### src/rtl/ledsh_pkg.sv
package ledsh_pkg;

  localparam int PAT_W     = 8;
  localparam int NUM_DISKS = 4;

  // Bit map of the external register
  localparam logic [PAT_W-1:0] BASE_MASK = 8'h81;
  localparam int SYS_BLUE_BIT = 2;
  localparam int SYS_RED_BIT  = 3;

  typedef enum logic [1:0] {
    SYS_OFF  = 2'd0,
    SYS_BLUE = 2'd1,
    SYS_RED  = 2'd2,
    SYS_RSVD = 2'd3
  } sysColor_e;

  // Strobes from control to datapath
  typedef struct packed {
    logic load;     // capture pattern, present bit 0
    logic clkRise;  // raise shift clock
    logic clkFall;  // lower shift clock, advance
    logic lastBit;  // this fall ends the transfer
  } shiftCtl_t;

  function automatic int diskPos(input int idx);
    case (idx)
      0:       return 1;
      1:       return 6;
      2:       return 5;
      default: return 4;
    endcase
  endfunction

endpackage

### src/rtl/ledsh_timer.sv
module ledsh_timer #(
  parameter int TW = 4
) (
  input  logic          clk,
  input  logic          rstN,
  input  logic          load,
  input  logic [TW-1:0] loadVal,
  output logic          done
);

  logic [TW-1:0] cnt;

  always_ff @(posedge clk or negedge rstN) begin
    if (!rstN)          cnt <= '0;
    else if (load)      cnt <= loadVal;
    else if (cnt != '0) cnt <= cnt - 1'b1;
  end

  assign done = (cnt == '0);

endmodule

### src/rtl/ledsh_ctrl.sv
module ledsh_ctrl
  import ledsh_pkg::*;
#(
  parameter int SETUP_CYC = 4,
  parameter int HIGH_CYC  = 4,
  parameter int TW        = 3
) (
  input  logic          clk,
  input  logic          rstN,
  input  logic          update,
  input  logic          timerDone,
  output logic          timerLoad,
  output logic [TW-1:0] timerVal,
  output shiftCtl_t     ctl,
  output logic          busy
);

  localparam int BCW = $clog2(PAT_W);
  localparam logic [BCW-1:0] LAST_IDX = BCW'(PAT_W - 1);

  typedef enum logic [1:0] {ST_IDLE, ST_SETUP, ST_HIGH} state_e;

  state_e        state, stateNext;
  logic [BCW-1:0] bitCnt, bitCntNext;
  logic          pending, pendingNext;

  always_comb begin
    stateNext   = state;
    bitCntNext  = bitCnt;
    pendingNext = pending;
    timerLoad   = 1'b0;
    timerVal    = TW'(SETUP_CYC - 1);
    ctl         = '0;
    unique case (state)
      ST_IDLE: begin
        if (update || pending) begin
          ctl.load    = 1'b1;
          timerLoad   = 1'b1;
          timerVal    = TW'(SETUP_CYC - 1);
          bitCntNext  = '0;
          pendingNext = 1'b0;
          stateNext   = ST_SETUP;
        end
      end
      ST_SETUP: begin
        if (update) pendingNext = 1'b1;
        if (timerDone) begin
          ctl.clkRise = 1'b1;
          timerLoad   = 1'b1;
          timerVal    = TW'(HIGH_CYC - 1);
          stateNext   = ST_HIGH;
        end
      end
      ST_HIGH: begin
        if (update) pendingNext = 1'b1;
        if (timerDone) begin
          ctl.clkFall = 1'b1;
          if (bitCnt == LAST_IDX) begin
            ctl.lastBit = 1'b1;
            stateNext   = ST_IDLE;
          end else begin
            bitCntNext = bitCnt + 1'b1;
            timerLoad  = 1'b1;
            timerVal   = TW'(SETUP_CYC - 1);
            stateNext  = ST_SETUP;
          end
        end
      end
      default: stateNext = ST_IDLE;
    endcase
  end

  always_ff @(posedge clk or negedge rstN) begin
    if (!rstN) begin
      state   <= ST_IDLE;
      bitCnt  <= '0;
      pending <= 1'b0;
    end else begin
      state   <= stateNext;
      bitCnt  <= bitCntNext;
      pending <= pendingNext;
    end
  end

  assign busy = (state != ST_IDLE);

endmodule

### src/rtl/ledsh_datapath.sv
module ledsh_datapath
  import ledsh_pkg::*;
(
  input  logic                 clk,
  input  logic                 rstN,
  input  logic [NUM_DISKS-1:0] diskRed,
  input  logic [1:0]           sysColor,
  input  shiftCtl_t            ctl,
  output logic                 ledData,
  output logic                 ledClk
);

  logic [PAT_W-1:0] diskBits;
  logic [PAT_W-1:0] pattern;
  logic [PAT_W-1:0] shiftReg;

  // One bit per disk, set when that disk is not red
  for (genvar g = 0; g < NUM_DISKS; g++) begin : g_disk
    localparam int POS = diskPos(g);
    logic [PAT_W-1:0] oneDisk;
    always_comb begin
      oneDisk      = '0;
      oneDisk[POS] = ~diskRed[g];
    end
  end

  always_comb begin
    diskBits = g_disk[0].oneDisk | g_disk[1].oneDisk
             | g_disk[2].oneDisk | g_disk[3].oneDisk;
  end

  always_comb begin
    pattern = BASE_MASK | diskBits;
    case (sysColor_e'(sysColor))
      SYS_BLUE: pattern[SYS_BLUE_BIT] = 1'b1;
      SYS_RED:  pattern[SYS_RED_BIT]  = 1'b1;
      default:  ;
    endcase
  end

  always_ff @(posedge clk or negedge rstN) begin
    if (!rstN) begin
      shiftReg <= '0;
      ledData  <= 1'b0;
      ledClk   <= 1'b0;
    end else begin
      if (ctl.load) begin
        shiftReg <= pattern;
        ledData  <= pattern[0];
      end
      if (ctl.clkRise) ledClk <= 1'b1;
      if (ctl.clkFall) begin
        ledClk   <= 1'b0;
        shiftReg <= shiftReg >> 1;
        ledData  <= ctl.lastBit ? 1'b0 : shiftReg[1];
      end
    end
  end

endmodule

### src/rtl/panel_led_shifter.sv
module panel_led_shifter
  import ledsh_pkg::*;
#(
  parameter int CLK_PER_US = 4,
  parameter int SETUP_US   = 1,
  parameter int HIGH_US    = 1
) (
  input  logic       clk,
  input  logic       rstN,
  input  logic       update,
  input  logic [3:0] diskRed,
  input  logic [1:0] sysColor,
  output logic       busy,
  output logic       ledData,
  output logic       ledClk
);

  localparam int SETUP_CYC = (CLK_PER_US * SETUP_US < 1) ? 1 : CLK_PER_US * SETUP_US;
  localparam int HIGH_CYC  = (CLK_PER_US * HIGH_US  < 1) ? 1 : CLK_PER_US * HIGH_US;
  localparam int MAX_CYC   = (SETUP_CYC > HIGH_CYC) ? SETUP_CYC : HIGH_CYC;
  localparam int TW        = (MAX_CYC < 2) ? 1 : $clog2(MAX_CYC);

  shiftCtl_t     ctl;
  logic          timerLoad;
  logic [TW-1:0] timerVal;
  logic          timerDone;

  ledsh_ctrl #(
    .SETUP_CYC(SETUP_CYC),
    .HIGH_CYC (HIGH_CYC),
    .TW       (TW)
  ) u_ctrl (
    .clk      (clk),
    .rstN     (rstN),
    .update   (update),
    .timerDone(timerDone),
    .timerLoad(timerLoad),
    .timerVal (timerVal),
    .ctl      (ctl),
    .busy     (busy)
  );

  ledsh_timer #(.TW(TW)) u_timer (
    .clk    (clk),
    .rstN   (rstN),
    .load   (timerLoad),
    .loadVal(timerVal),
    .done   (timerDone)
  );

  ledsh_datapath u_dp (
    .clk     (clk),
    .rstN    (rstN),
    .diskRed (diskRed),
    .sysColor(sysColor),
    .ctl     (ctl),
    .ledData (ledData),
    .ledClk  (ledClk)
  );

endmodule

### config.mk
export PLATFORM = sky130hd
export DESIGN_NAME = panel_led_shifter
export DESIGN_NICKNAME = d
export VERILOG_FILES = /design/src/rtl/ledsh_pkg.sv /design/src/rtl/ledsh_timer.sv /design/src/rtl/ledsh_ctrl.sv /design/src/rtl/ledsh_datapath.sv /design/src/rtl/panel_led_shifter.sv
export SDC_FILE = /design/constraint.sdc
export NUM_CORES = 1
export LEC_CHECK = 0
export BUFFER_PORTS_ARGS = -buffer_cell sky130_fd_sc_hd__buf_2
export CAP_MARGIN = 15
export CELL_PAD_IN_SITES_DETAIL_PLACEMENT = 1
export CELL_PAD_IN_SITES_GLOBAL_PLACEMENT = 2
export CORE_ASPECT_RATIO = 1.2
export CORE_UTILIZATION = 35
export CTS_CLUSTER_SIZE = 24
export DETAILED_ROUTE_END_ITERATION = 7
export PLACE_DENSITY_LB_ADDON = 0.08
export SYNTH_ARGS = -nofsm -noshare
export SYNTH_HDL_FRONTEND = slang
export SYNTH_SLANG_ARGS = --single-unit
export TNS_END_PERCENT = 1
### constraint.sdc
create_clock -name clk -period 4.8 [get_ports clk]
set_input_delay 0.24 -clock clk [delete_from_list [all_inputs] [get_ports clk]]
set_output_delay 0.24 -clock clk [all_outputs]
set_load 0.1 [all_outputs]
==> impl_metrics.csv, run 1 <==
group,metric,value,unit
logic_synthesis,syn_inst,95,
routing,post_drt_wl_per_cell,13.29,microns
sta,layout_setup_ws,2.857,ns
sta,finalClockSkew,0.007904,ns
clock_network,cts_buffers,3,
sta,hold_violations,0,
worst_setup_path,end_kind,"register",
final_layout,layout-drive-gt1-share,18.69,%
routing,dr.pass1.iters,4,
logic_synthesis,synth_top_area_cell,"dfrtp_1",
power_and_ir_drop,p_seq_share,62.4,%
routing,initialDrtViolationCount,11,
sta,hold_ws,0.1853,ns
sta,setup_viol_count_final,0,
logic_synthesis,synthTopCellsByArea,"dfrtp_1 46%, ha_1 9.5%, o311ai_0 5.7%",
power_and_ir_drop,powerDensity,220.7,nW/um^2
global_route,grt_max_degree,18,
power_and_ir_drop,p_comb_share,3.2,%
power_and_ir_drop,internal-power,0.0001774,W
power_and_ir_drop,finalPower,0.0002294,W
global_route,overflow,0,
worst_setup_path,crit_required,5.03,ns
global_route,antenna_found_initial,0,
sta,fin_crit_sh,40.48,%
routing,routed-via-count,739,
worst_setup_path,worstSetupPathType,"register to register",
die,rows,20,
logic_synthesis,postSynthNetCount,111,
worst_hold_path,hold_path.class,"primary input to register",
sta,worst_pin_slew,0.9486,ns
logic_synthesis,synth-seq-cells,17,
power_and_ir_drop,vdd_drop_max,0.1103,mV
logic_synthesis,yosysSeqAreaShare,46.13,%
clock_network,htreeDepth,1,
worst_setup_path,cpPeakStageDelay,0.57,ns
flow_run,maxCapViolCount,0,
clock_network,cts_sinks,17,
power_and_ir_drop,leakagePower,0.4911,nW
logic_synthesis,yosys.cell_types.count,29,
sta,rsz0062_at_grt,"false",
sta,period_minus_slack,1.943,ns
global_route,grtUsageTotal,16.14,%
worst_setup_path,crit_slowest_cell,"or3b_2",
logic_synthesis,syn_avg_cell_area,9.707,sq um
worst_setup_path,cp.arrival,2.17,ns
status,outcome,"complete, no violations",
routing,drc,0,
placed_design,gp_congestion,0.7322,
placed_design,hpwl,1404,microns
placed_design,place_inst,135,
die,core_area,2527,sq um
logic_synthesis,synth_top_area_share,46.13,%
power_and_ir_drop,p_clk_share,34.4,%
logic_synthesis,syn_area,922.1,sq um
sta,max_freq,514.7,MHz
die,boundaryPins,12,
clock_network,cts_tree,"built",
sta,maxSlewHeadroom,36.34,%
logic_synthesis,synth_async_sr_flop_share,100.0,%
final_layout,area_delta_synth_final,12.75,%
routing,wirelength,1860,microns
routing,via_per_inst,5.279,
global_route,grt_pass1_wl,3401,microns
logic_synthesis,ys.flop_type,"dfrtp_1",
clock_network,clk_latency,0.30,ns
die,die_w,48.86,microns
final_layout,stdcell_count,140,
clock_network,post_cts_buffers,0,
power_and_ir_drop,power.switching,0.00005203,W
placed_design,portBuffers,11,
die,die_area,2845,sq um
worst_setup_path,cp_max_fo,16,
sta,fin_tns_setup,0,ns
clock_network,clk_pin_slew,0.11,ns
clock_network,root_buffer,"clkbuf_4",
die,start_util,36.49,%
logic_synthesis,ys_warn_count,0,
global_route,grt_pass1_vias,764,
final_layout,nets,124,
worst_setup_path,path_cells,"inv_1, ha_1, o21ai_1, or3b_2, a31oi_1",
placed_design,place_ws,2.830,ns
sta,slew_violations,0,
clock_network,clockBufferDepth,2,
power_and_ir_drop,switching_share,22.68,%
routing,ant_nets,0,
worst_setup_path,worst_setup_path_start_kind,"register",
logic_synthesis,synth_edf_count,0,
final_layout,antennaDiodeCount,0,
die,die_h,58.23,microns
cell usage in the layout, fill, tap and decap left out:
| master | instances |
|---|---|
| and2_4 | 1 |
| dlygate4sd3_1 | 1 |
| clkinv_2 | 1 |
| inv_1 | 10 |
| dfrtp_1 | 17 |
| o31a_1 | 1 |
| nand2b_1 | 1 |
| clkbuf_4 | 3 |
| a22o_1 | 2 |
| a221oi_1 | 1 |
| o21ai_0 | 2 |
| nand2_1 | 7 |
| nand3_1 | 4 |
| o22a_1 | 1 |
| nor2_1 | 7 |
| o21ai_1 | 1 |
| and2_1 | 1 |
| nor2b_1 | 2 |
| mux2i_1 | 1 |
| ha_1 | 7 |
| o21bai_1 | 1 |
| or2_2 | 1 |
| buf_2 | 11 |
| xor2_1 | 1 |
| and3b_1 | 1 |
| a21oi_1 | 8 |
| o311ai_0 | 6 |
| or3b_4 | 1 |
| o2bb2ai_1 | 1 |
| a31oi_1 | 3 |
| or3b_2 | 2 |
worst max-delay path, delay by kind of cell, from the launching register on:
family / cells / cell delay [ns]
AND/OR/NAND/NOR: 1 / 0.57
AO/OA/AOI/OAI: 2 / 0.53
flip-flops: 1 / 0.42
adder cells (fa/ha/maj): 1 / 0.26
buffers and inverters: 1 / 0.09
cell type report:
cell class | count | area [sq um]
tap | 33 | 41.29
inverter | 10 | 37.54
sequential | 17 | 425.4
multi-input combinational | 64 | 442.9
fill | 298 | 1488
clock inverter | 1 | 5.005
timing repair buffer | 12 | 65.06
clock buffer | 3 | 22.52
layer usage:
layer	share of wire, %	GRT usage, %	wire [microns]
met1	42	18.12	790
met2	53	28.77	989
met3	2.0	3.150	38
met4	2.3	8.824	42
met5	0	0	0
logic make-up after synthesis:
| family | synth area share (%) |
|---|---|
| muxes | 1.086 |
| DFF | 46.13 |
| buffers and inverters | 5.834 |
| and+or+nand+nor | 16.29 |
| adders and majority gates | 9.498 |
| AOI/OAI and AO/OA | 20.22 |
| xor gates and xnor gates | 0.9500 |
path summary, 6_finish.rpt:
check                              endpoint  slack, ns              from  cells past startpoint
min reg2reg                u_dp.shiftReg[5]       0.51  u_dp.shiftReg[6]                      2
min in group asynchronous  u_dp.shiftReg[2]       0.39              rstN                      2
max reg2reg                u_dp.shiftReg[3]       2.86   u_ctrl.state[0]                      5
max                        u_dp.shiftReg[3]       2.86   u_ctrl.state[0]                      5
min                        u_dp.shiftReg[6]       0.19        diskRed[1]                      2
max in group asynchronous    u_ctrl.pending       4.13              rstN                      2
stage by stage:
stage / cell area [sq um] / utilization [%]
after floorplan: 922.1 / -
after global placement: 1002 / 39.65
after detailed placement: 1002 / 39.65
after CTS: 1040 / 41.14
after global routing: 1040 / 41.14
final: 1040 / 41.14
power by group through the flow:
stage / clock [W] / combinational, W / sequential [W]
5_1_grt: 0.0000898 / 0.00000875 / 0.000143
3_3_place_gp: 0 / 0.00000730 / 0.000146
2_1_floorplan: 0 / 0.000000535 / 0.000146
6_report: 0.0000788 / 0.00000746 / 0.000143
4_1_cts: 0.0000831 / 0.00000799 / 0.000143
3_5_place_dp: 0 / 0.00000735 / 0.000146
registers in the layout, summed over array words and instances (netlist names):
name,flops
u_timer.cnt,2
u_dp.ledClk,1
u_dp.ledData,1
u_ctrl.pending,1
u_ctrl.bitCnt,3
u_ctrl.state,2
u_dp.shiftReg,7
synthesized netlist by cell type (2+ instances only):
library cell  instances
nand2_1               7
o311ai_0              6
inv_1                10
clkbuf_1              3
a31oi_1               3
ha_1                  7
nor2_1                7
or3b_2                2
nor2b_1               2
o21ai_0               2
nand3_1               4
a21oi_1               8
dfrtp_1              17
a22o_1                2
what timing repair did:
item / CTS / global route
hold buffers: 1 / 0
resized for setup: 0 / 0
endpoints found under the hold margin: 17 / 0
(Power assumes the default switching activity.)
==> inputs of run 2 (changes only) <==
Settings changed: ABC_AREA set to 1, CORE_UTILIZATION 35 to 32.
Clock period 4.8 ns to 1.8 ns, I/O delays scaled along.
==> run 2 against run 1 <==
  * Global-route usage shrank 0.73 points
  * Largest cell class unchanged
  * Clock skew about the same
  * Sequential power grew to 4.2 times the previous value
  * Combinational power rose to 120 times the previous value
  * Non-clock buffer count unchanged
  * Flip-flop and latch count stayed put
  * Highest routed layer unchanged
  * Core utilization is 2.4 points lower
==> impl_metrics.csv, run 2 <==
group,metric,value,unit
status,outcome,"complete, no violations",
worst_setup_path,crit_end,"busy",
sta,rsz0062_at_grt,"false",
logic_synthesis,synth_mux_area_share,0,%
clock_network,cts_tree,"built",
routing,drc,0,
power_and_ir_drop,switching_share,49.44,%
global_route,grtUsageTotal,15.41,%
global_route,overflow,0,
die,boundaryPins,12,
worst_setup_path,crit_family,"buffers and inverters",
logic_synthesis,yosys.cell_types.count,15,
routing,dr.pass1.iters,2,
sta,setup_viol_count_final,0,
logic_synthesis,synth_async_sr_flop_share,100.0,%
clock_network,cts_buffers,3,
global_route,grt_pass1_vias,907,
clock_network,htreeDepth,1,
logic_synthesis,synth_fa_ha_area_share,8.974,%
logic_synthesis,synth-seq-cells,17,
global_route,grt_max_degree,18,
final_layout,nets,155,
final_layout,largestRegisters,"u_dp.shiftReg (7), u_ctrl.bitCnt (3)",
routing,wl_met1,896,microns
worst_setup_path,worstSetupPathType,"register to output pin",
final_layout,top_register,"u_dp.shiftReg",
logic_synthesis,synthTopCellsByArea,"dfrtp_1 44%, nand2_1 15%, inv_1 10%",
flow_run,maxCapViolCount,0,
power_and_ir_drop,leakagePower,0.6216,nW
logic_synthesis,ys_warn_count,0,
routing,ant_nets,0,
routing,highest_layer,"met4",
sta,layout_setup_ws,0.1680,ns
die,rows,21,
global_route,grt_pass1_wl,3781,microns
worst_setup_path,reg2reg_from,"u_ctrl.state[0]",
logic_synthesis,synth_top_area_cell,"dfrtp_1",
sta,worst_pin_slew,0.4875,ns
logic_synthesis,syn_inst,124,
die,die_area,3276,sq um
sta,hold_violations,0,
clock_network,clockBufferDepth,2,
placed_design,portBuffers,11,
placed_design,place_area,1055,sq um
worst_setup_path,cpPeakStageDelay,0.42,ns
final_layout,area_delta_synth_final,12.56,%
routing,wl_met2,1035,microns
logic_synthesis,synthTopCellsByCount,"38 x nand2_1, 26 x inv_1, 17 x dfrtp_1",
worst_setup_path,crit_slowest_cell,"buf_2",
final_layout,antennaDiodeCount,0,
worst_setup_path,path_cells,"inv_1, ha_1, clkinvlp_4, buf_2",
logic_synthesis,postSynthNetCount,140,
logic_synthesis,synth_edf_count,0,
logic_synthesis,synth_top_family_by_area,"simple AND/OR/NAND/NOR gates",
routing,wl_met3,40,microns
placed_design,place_ws,0.1484,ns
power_and_ir_drop,power.switching,0.0008386,W
routing,post_drt_wl_per_cell,11.58,microns
clock_network,root_buffer,"clkbuf_4",
placed_design,hpwl,1580,microns
die,start_util,34.39,%
logic_synthesis,syn_area,975.9,sq um
power_and_ir_drop,p_seq_share,35.4,%
final_layout,final_cell_mix,"38 x nand2_1, 25 x inv_1, 17 x dfrtp_1, 11 x buf_2, 8 x o21ai_0",
placed_design,gp_congestion,0.6831,
worst_setup_path,cp_max_fo,4,
final_layout,largest_reg_flops,7,
final_layout,fillers,360,
power_and_ir_drop,vdd_drop_max,0.8389,mV
logic_synthesis,yosysMostFrequentCell,"nand2_1",
worst_setup_path,r2r_cells,7,
sta,max_freq,612.7,MHz
die,core_area,2838,sq um
clock_network,cts_sinks,17,
sta,finalClockSkew,0.007890,ns
worst_setup_path,rr_endpoint,"u_dp.shiftReg[3]",
logic_synthesis,yosys.area_share.simple,22.56,%
die,die_h,62.50,microns
sta,slew_violations,0,
worst_hold_path,hold_depth,4,
sta,maxSlewHeadroom,67.72,%
routing,initialDrtViolationCount,7,
worst_setup_path,crit_required,1.71,ns
power_and_ir_drop,powerDensity,1544,nW/um^2
clock_network,clk_latency,0.29,ns
final_layout,mostFrequentLayoutCell,"nand2_1",
logic_synthesis,yosysSeqAreaShare,43.59,%
sta,fin_tns_setup,0,ns
power_and_ir_drop,p_comb_share,52.7,%
clock_network,clk_pin_slew,0.10,ns
worst_setup_path,cp.arrival,1.54,ns
worst_setup_path,end_kind,"output pin",
routing,routed-via-count,797,
routing,wirelength,1991,microns
final_layout,layout-drive-gt1-share,17.39,%
worst_setup_path,worst_setup_path_start_kind,"register",
logic_synthesis,synth_xor_area_share,0.8974,%
logic_synthesis,synth_top_area_share,43.59,%
global_route,antenna_found_initial,0,
worst_setup_path,crit_cells,4,
routing,via_per_inst,4.634,
logic_synthesis,syn_avg_cell_area,7.870,sq um
logic_synthesis,ys.flop_type,"dfrtp_1",
worst_setup_path,r2r_setup_slack,0.27,ns
final_layout,design_area,1099,sq um
power_and_ir_drop,internal-power,0.0008577,W
logic_synthesis,synth_compound_area_share,11.67,%
sta,fin_crit_sh,90.67,%
worst_setup_path,critPathLaunch,"u_ctrl.state[0]",
die,die_w,52.42,microns
worst_setup_path,worst-path-buf-inv,3,
power_and_ir_drop,p_clk_share,11.9,%
worst_hold_path,hold_path.class,"primary input to register",
sta,period_minus_slack,1.632,ns
-- run 2: kinds of logic (layout without fill, tap and decap cells) --
group                    after synthesis  count (layout)
AND/OR/NAND/NOR                       52              52
buffers and inverters                 28              42
AO/OA/AOI/OAI                         19              19
flip-flops                            17              17
adder cells (fa/ha/maj)                7               7
XOR/XNOR                               1               1
-- run 2: how the worst min path moves through the flow --
stage                            end  startpoint
floorplan           u_ctrl.bitCnt[0]        rstN
global placement    u_dp.shiftReg[5]        rstN
detailed placement  u_dp.shiftReg[5]        rstN
CTS                 u_dp.shiftReg[1]  diskRed[0]
global route        u_dp.shiftReg[1]  diskRed[0]
finish              u_dp.shiftReg[1]  diskRed[0]
-- run 2: tightest hold or removal path: cells and delay by family --
family          cells  cell delay (ns)
simple gates        2             0.12
compound gates      1             0.07
buf+inv             1             0.08
-- run 2: final cells by class --
| cell class | count | area [sq um] | share of cell area [%] |
|---|---|---|---|
| Timing Repair Buffer | 12 | 65.06 | 5.923 |
| Clock buffer | 4 | 26.28 | 2.392 |
| Inverter | 26 | 101.3 | 9.226 |
| Sequential cell | 17 | 425.4 | 38.72 |
| Multi-Input combinational cell | 79 | 437.9 | 39.86 |
| Tap cell | 34 | 42.54 | 3.872 |
-- run 2: what timing repair did --
action,CTS,global route
setup endpoints to repair,0,2
hold buffers,1,0
resized for setup,0,2
endpoints found under the hold margin,17,0
setup buffers,0,0
-- run 2: power by group through the flow --
| stage | registers [W] | clock network [W] | logic, W |
|---|---|---|---|
| floorplan | 0.000670 | 0 | 0.000674 |
| global placement | 0.000603 | 0 | 0.000886 |
| detailed placement | 0.000611 | 0 | 0.000902 |
| CTS | 0.000603 | 0.000220 | 0.000906 |
| global route | 0.000618 | 0.000238 | 0.00104 |
| finish | 0.000601 | 0.000202 | 0.000894 |
-- run 2: layer usage --
metal | up-vias | global-route usage, %
li1 | 410 | -
met1 | 377 | 17.99
met2 | 8 | 26.74
met3 | 2 | 2.190
met4 | 0 | 6.908
met5 | - | 0
-- run 2: per-stage QoR --
| step | cells | utilization, % | power, W | hold WS, ns |
|---|---|---|---|---|
| finish | 172 | 38.71 | 0.001696 | 0.1111 |
| global route | 172 | 38.71 | 0.001891 | 0.1390 |
| CTS | 172 | 38.45 | 0.001730 | 0.1041 |
| detailed placement | 167 | 37.17 | 0.001513 | 0.04563 |
| global placement | 167 | 37.17 | 0.001489 | 0.04089 |
| floorplan | 124 | - | 0.001344 | -0.2056 |
